===== config.mk =====
export PLATFORM = sky130hd
export DESIGN_NAME = daisy_bus_arbiter
export DESIGN_NICKNAME = d
export VERILOG_FILES = /design/src/rtl/arb_pkg.sv /design/src/rtl/arb_chain_cell.sv /design/src/rtl/arb_grant_chain.sv /design/src/rtl/daisy_bus_arbiter.sv
export SDC_FILE = /design/constraint.sdc
export NUM_CORES = 1
export LEC_CHECK = 0
export BUFFER_PORTS_ARGS = -buffer_cell sky130_fd_sc_hd__buf_2
export CAP_MARGIN = 5
export CORE_AREA = 2 2 39 41
export DETAILED_ROUTE_END_ITERATION = 12
export DIE_AREA = 0 0 41 43
export SYNTH_ARGS = -nofsm -noshare
export SYNTH_HDL_FRONTEND = slang
export SYNTH_SLANG_ARGS = --single-unit
export TNS_END_PERCENT = 100

===== constraint.sdc =====
create_clock -name clk -period 1.3 [get_ports clk]
set_input_delay 0.26 -clock clk [delete_from_list [all_inputs] [get_ports clk]]
set_output_delay 0.26 -clock clk [all_outputs]
set_load 0.01 [all_outputs]

===== src/rtl/arb_pkg.sv =====
package arb_pkg;
    typedef enum logic {
        PHASE_IDLE = 1'b0,
        PHASE_BUSY = 1'b1
    } bus_phase_e;
endpackage


===== src/rtl/arb_chain_cell.sv =====
module arb_chain_cell (
    input  logic tok_in,
    input  logic want,
    output logic tok_out,
    output logic won
);
    // absorb the token when requesting, otherwise forward it downstream
    assign won     = tok_in & want;
    assign tok_out = tok_in & ~want;
endmodule


===== src/rtl/arb_grant_chain.sv =====
module arb_grant_chain #(
    parameter int N = 4
) (
    input  logic [N-1:0] req,
    output logic [N-1:0] winner
);
    localparam int LINKS = N + 1;

    logic [LINKS-1:0] tok;

    // head of chain: token present whenever anyone requests
    assign tok[0] = |req;

    for (genvar i = 0; i < N; i++) begin : g_cell
        arb_chain_cell u_cell (
            .tok_in (tok[i]),
            .want   (req[i]),
            .tok_out(tok[i+1]),
            .won    (winner[i])
        );
    end

    always_comb begin
        AST_CHAIN_SINGLE_WIN: assert ($onehot0(winner));
        AST_CHAIN_WIN_IF_ANY: assert ((req == '0) || (winner != '0));
    end
endmodule


===== src/rtl/daisy_bus_arbiter.sv =====
module daisy_bus_arbiter #(
    parameter int N = 4
) (
    input  logic         clk,
    input  logic         rst,
    input  logic [N-1:0] req,
    input  logic         xfer_done,
    output logic [N-1:0] bus_gnt
);
    import arb_pkg::*;

    typedef struct packed {
        logic [N-1:0] next_own;
        logic [N-1:0] gnt;
    } arb_state_t;

    logic [N-1:0] chain_win;
    bus_phase_e   phase;
    arb_state_t   st_d, st_q;

    arb_grant_chain #(.N(N)) u_chain (
        .req   (req),
        .winner(chain_win)
    );

    assign phase   = (st_q.gnt != '0) ? PHASE_BUSY : PHASE_IDLE;
    assign bus_gnt = st_q.gnt;

    always_comb begin
        st_d          = st_q;
        st_d.next_own = chain_win;
        if (phase == PHASE_IDLE || xfer_done) begin
            st_d.gnt = st_q.next_own;
        end
        if (rst) begin
            st_d = '0;
        end
    end

    always_ff @(posedge clk) begin
        st_q <= st_d;
    end

    AST_ONE_OWNER: assert property (@(posedge clk) disable iff (rst) $onehot0(bus_gnt));
    AST_HOLD_BUSY: assert property (@(posedge clk) disable iff (rst)
        (bus_gnt != '0 && !xfer_done) |=> $stable(bus_gnt));
    AST_IDLE_EMPTY: assert property (@(posedge clk) disable iff (rst)
        (xfer_done && st_q.next_own == '0) |=> (bus_gnt == '0));
    AST_RESET_CLEAR: assert property (@(posedge clk)
        rst |=> (bus_gnt == '0 && st_q.next_own == '0));
    AST_NEXT_SINGLE: assert property (@(posedge clk) disable iff (rst)
        $onehot0(st_q.next_own));
endmodule


Yosys cells after proc, flatten, opt, wreduce, memory -nomap -nowiden
Cells that the tools add are included.
{"block": "classes", "addsub": 0, "eq_ne": 0, "div": 0, "mul": 0, "order_cmp": 0, "reduce_logical": 3, "mux": 1, "n_shift": 0, "bitwise": 11}
{"cell": "$and A1 B1 Y1", "n": 7}
{"cell": "$not A1 Y1", "n": 4}
{"cell": "$reduce_bool A4 Y1", "n": 1}
{"cell": "$reduce_or A4 Y1", "n": 1}
{"cell": "$logic_or A1 B1 Y1", "n": 1}
{"cell": "$mux W1", "n": 1}
{"block": "totals", "input_bits": 7, "reg_bits": 8, "latch_bits": 0, "mem_bits_ro": 0, "mem_count": 0, "ramBits": 0, "elab_cells": 17, "output_inout_bits": 4}

Logic depth before layout (Yosys ltp)
{"block": "logic_depth", "ltp_word": 5, "ltp_mapped": 3, "depth_no_buf": 2}

Hierarchy
Synthesis repeated with hierarchy kept, for this count alone.
{"block": "unflattened", "cells_unflattened": 38, "hier_area_um2": 391.6}
{"module": "daisy_bus_arbiter", "instances": 1, "cells_each": 29, "area_per_inst_um2": 319.1, "seq_area_each_um2": 160.2}
{"module": "arb_chain_cell", "instances": 4, "cells_each": 2, "area_per_inst_um2": 16.3, "seq_area_each_um2": 0.0}
{"module": "arb_grant_chain", "instances": 1, "cells_each": 1, "area_per_inst_um2": 7.5, "seq_area_each_um2": 0.0}

Least setup slack after synthesis
OpenSTA, ideal clock, no wires.
{"block": "synth_path", "path_type": "register -> register", "from": "reg st_q, in the netlist bus_gnt[1]", "to": "reg st_q, in the netlist bus_gnt[0]", "t_required_ps": 1230, "stages_incl_launch_ff": 3, "setup_ps": 70, "synth_period_minus_slack_ps": 992, "n_path_buf": 0, "path_slack_ps": 308, "t_arrival_ps": 922, "path_cell_list": "dfxtp_1 or4b_1 a21oi_1"}
{"block": "synth_via", "elab_chain_cells": 4}
{"element": "start, declared", "line_no": "daisy_bus_arbiter.sv:19", "rtl": "arb_state_t st_d, st_q;"}
{"element": "start signal, assigned", "line_no": "daisy_bus_arbiter.sv:41", "rtl": "st_q <= st_d;"}
{"element": "$reduce_bool A4 Y1", "line_no": "daisy_bus_arbiter.sv:26", "rtl": "assign phase = (st_q.gnt != '0) ? PHASE_BUSY : PHASE_IDLE;"}
{"element": "$mux W1", "line_no": "daisy_bus_arbiter.sv:26"}
{"element": "$not A1 Y1", "line_no": "daisy_bus_arbiter.sv:32", "rtl": "if (phase == PHASE_IDLE || xfer_done) begin"}
{"element": "$logic_or A1 B1 Y1", "line_no": "daisy_bus_arbiter.sv:32"}
Every way passes these cells.
A chain may end at the register's enable or synchronous reset.

Worst setup path in the final report
{"block": "layout_path", "from": "reg st_q, in the netlist bus_gnt[2]", "to": "out bus_gnt[2]"}
{"element": "end, declared", "line_no": "daisy_bus_arbiter.sv:8", "rtl": "output logic [N-1:0] bus_gnt"}
No word-level cell between the ends.

==> impl_metrics.py <==
metrics = {
    "final_layout": {
        "fin_nets": 47,
        "antennaDiodeCount": 0,
        "multiInputGateArea_sq_um": 135,
        "fillers": 158,
        "regArea_sq_um": 160,
        "area_growth_pct": 16.5,
        "drive_above_1_share": 0.342,
    },
    "logic_synthesis": {
        "synthFlopType": "dfxtp_1",
        "yosysSeqAreaShare": 0.481,
        "synth_cell_types": 11,
        "yosysWarningCount": 0,
        "synth_compound_area_frac": 0.0602,
        "synth_simple_gate_area_frac": 0.226,
        "synth_cells": 31,
        "synth-xor-area-share": 0,
        "synth_top_cell_area_share": 0.481,
        "synth-seq-cells": 8,
        "synth_edf_count": 0,
        "synth_common_cells": "dfxtp_1, a21oi_1, buf_4, mux2i_1, or4b_1",
        "yosysMostFrequentCell": "dfxtp_1",
        "synthTopCellsByArea": "dfxtp_1, mux2i_1, or4b_1",
        "synth_adder_area_share": 0,
        "synthArstFlopShare": 0,
        "synth_top_family_by_area": "simple AND/OR/NAND/NOR gates",
        "postSynthAreaPerCell_sq_um": 10.7,
        "syn-num-nets": 38,
        "synth_area_sq_um": 333,
        "synth.mux.area_fraction": 0.120,
        "synth_area_leader_cell": "dfxtp_1",
    },
    "grt": {
        "antenna_found_initial": 0,
        "grt_overflow": 0,
        "grt_first_pass_wirelength_um": 966,
        "track_usage": 0.0864,
        "grt_max_degree": 9,
        "grt_pass1_vias": 221,
    },
    "critical_path": {
        "critPathTopFamily": "flip-flops",
        "path_buf_inv": 1,
        "slowest_stage": "dfxtp_1",
        "crit_path_end_kind": "output port",
        "worstSetupPathType": "register to output port",
        "slowest_delay_ns": 0.39,
        "worst_ep_required_time_ns": 1.04,
        "crit_path_start_kind": "register",
        "cp.arrival_ns": 0.81,
        "crit_fanout": 5,
        "path_cells": "buf_2",
    },
    "route": {
        "wl_um": 581,
        "wl_per_cell_um": 10.8,
        "avgViaCountPerCell": 4.56,
        "drc": 0,
        "drt_iter0_drc": 0,
        "vias": 246,
        "ant_nets": 0,
        "drt-pass1-iter-count": 1,
    },
    "outcome": {
        "status": "finished, final reports clean",
    },
    "floorplan": {
        "rows": 14,
        "die_w_um": 41,
        "start_util": 0.241,
        "die_area_sq_mm": 0.00176,
        "ioPinCount": 11,
        "core_sq_mm": 0.00138,
        "dieHeight_um": 43,
    },
    "clock_tree": {
        "clk_latency_ns": 0.26,
        "postCtsHoldBufs": 0,
        "cts_buffer_depth": 2,
        "clock_sinks": 8,
        "post_cts_buffers": 0,
        "cts_tree": "built",
        "clk_pin_slew_ns": 0.06,
        "cts_buffers": 3,
        "htree_levels": 1,
        "ctsResizeCount": 0,
        "cts-root-buf": "clkbuf_4",
    },
    "place": {
        "port_buffers": 10,
        "finalWeightedCongestion": 0.578,
        "place_hpwl_um": 428,
    },
    "timing": {
        "min_period_over_period": 0.821,
        "clock_skew_ns": 0.0107,
        "rsz0062_at_grt": "no",
        "relSlewSlack": 0.827,
        "fmax_mhz": 937,
        "slew_viol_final": 0,
        "setup_viol": 0,
        "finalHoldViolations": 0,
        "post-route-min-period_ns": 1.07,
        "worstMarginPinSlew_ns": 0.255,
        "tns_ns": 0,
    },
    "pwr": {
        "p_per_area_mw_per_mm2": 1280,
        "p_leak_nw": 0.166,
        "peakVddDrop_mv": 0.530,
        "total_power_mw": 0.495,
    },
    "run": {
        "cap_violations": 0,
    },
    "worst_hold_path": {
        "hold_class": "input port to register",
    },
}
-- per-stage QoR --
step	worst slack (ns)	cell area (sq um)	utilization	std cells	hold slack [ns]
finish	0.232	388	0.280	54	0.201
detailed placement	0.252	365	0.264	51	0.460
CTS	0.214	388	0.280	54	0.193
floorplan	0.308	333	-	31	0.336
global route	0.175	388	0.280	54	0.189
global placement	0.254	365	0.264	51	0.458
-- cells in the final DEF, fill, tap and decap left out --
cell type  netlist  layout
a21oi_1          4       4
clkbuf_4         0       3
nor3b_1          1       1
nor4_1           1       1
buf_2            0      10
or4b_1           4       4
nand2b_1         1       1
mux2i_1          4       4
dfxtp_1          8       8
nor4b_1          1       1
nor2b_1          1       1
-- state kept, by name (all words and copies together), names as in the netlist --
register,cells
st_q,4
bus_gnt,4
-- path summary, 6_finish.rpt --
path	slack (ns)	cells after the start	startpoint	to
hold / removal	0.20	2	req[1]	st_q[7]
setup / recovery	0.23	1	bus_gnt[2]	bus_gnt[2]
hold reg to reg	0.53	2	st_q[5]	bus_gnt[1]
setup reg to reg	0.25	2	bus_gnt[0]	bus_gnt[2]
-- per-layer routing --
layer | track usage | vias up | wire [um]
met2 | 0.113 | 11 | 241
li1 | - | 125 | -
met5 | 0 | - | 0
met4 | 0.0400 | 0 | 8
met3 | 0.0628 | 2 | 54
met1 | 0.103 | 108 | 276
-- power by group --
group / internal [mW] / total [mW] / switching [mW]
Combinational: 0.0228 / 0.0427 / 0.0199
Sequential: 0.256 / 0.264 / 0.00840
Clock: 0.106 / 0.188 / 0.0825
Total: 0.384 / 0.495 / 0.111
-- final cells by class --
class | instances | share of cell area
clock buffer | 3 | 0.0581
multi-input combinational | 17 | 0.348
sequential | 8 | 0.413
tap | 16 | 0.0516
timing repair buffer | 10 | 0.129
-- worst reg2reg max path, delay by kind of cell, from the launching register on --
family | cells | cell delay [ns]
flip-flops | 1 | 0.33
AO/OA/AOI/OAI | 1 | 0.13
AND/OR/NAND/NOR | 1 | 0.53
-- cells by family after synthesis --
family / Yosys count
compound gates: 4
buf+inv: 6
flops: 8
mux: 4
simple gates: 9
No activity file was read; power rests on OpenSTA's default activity.
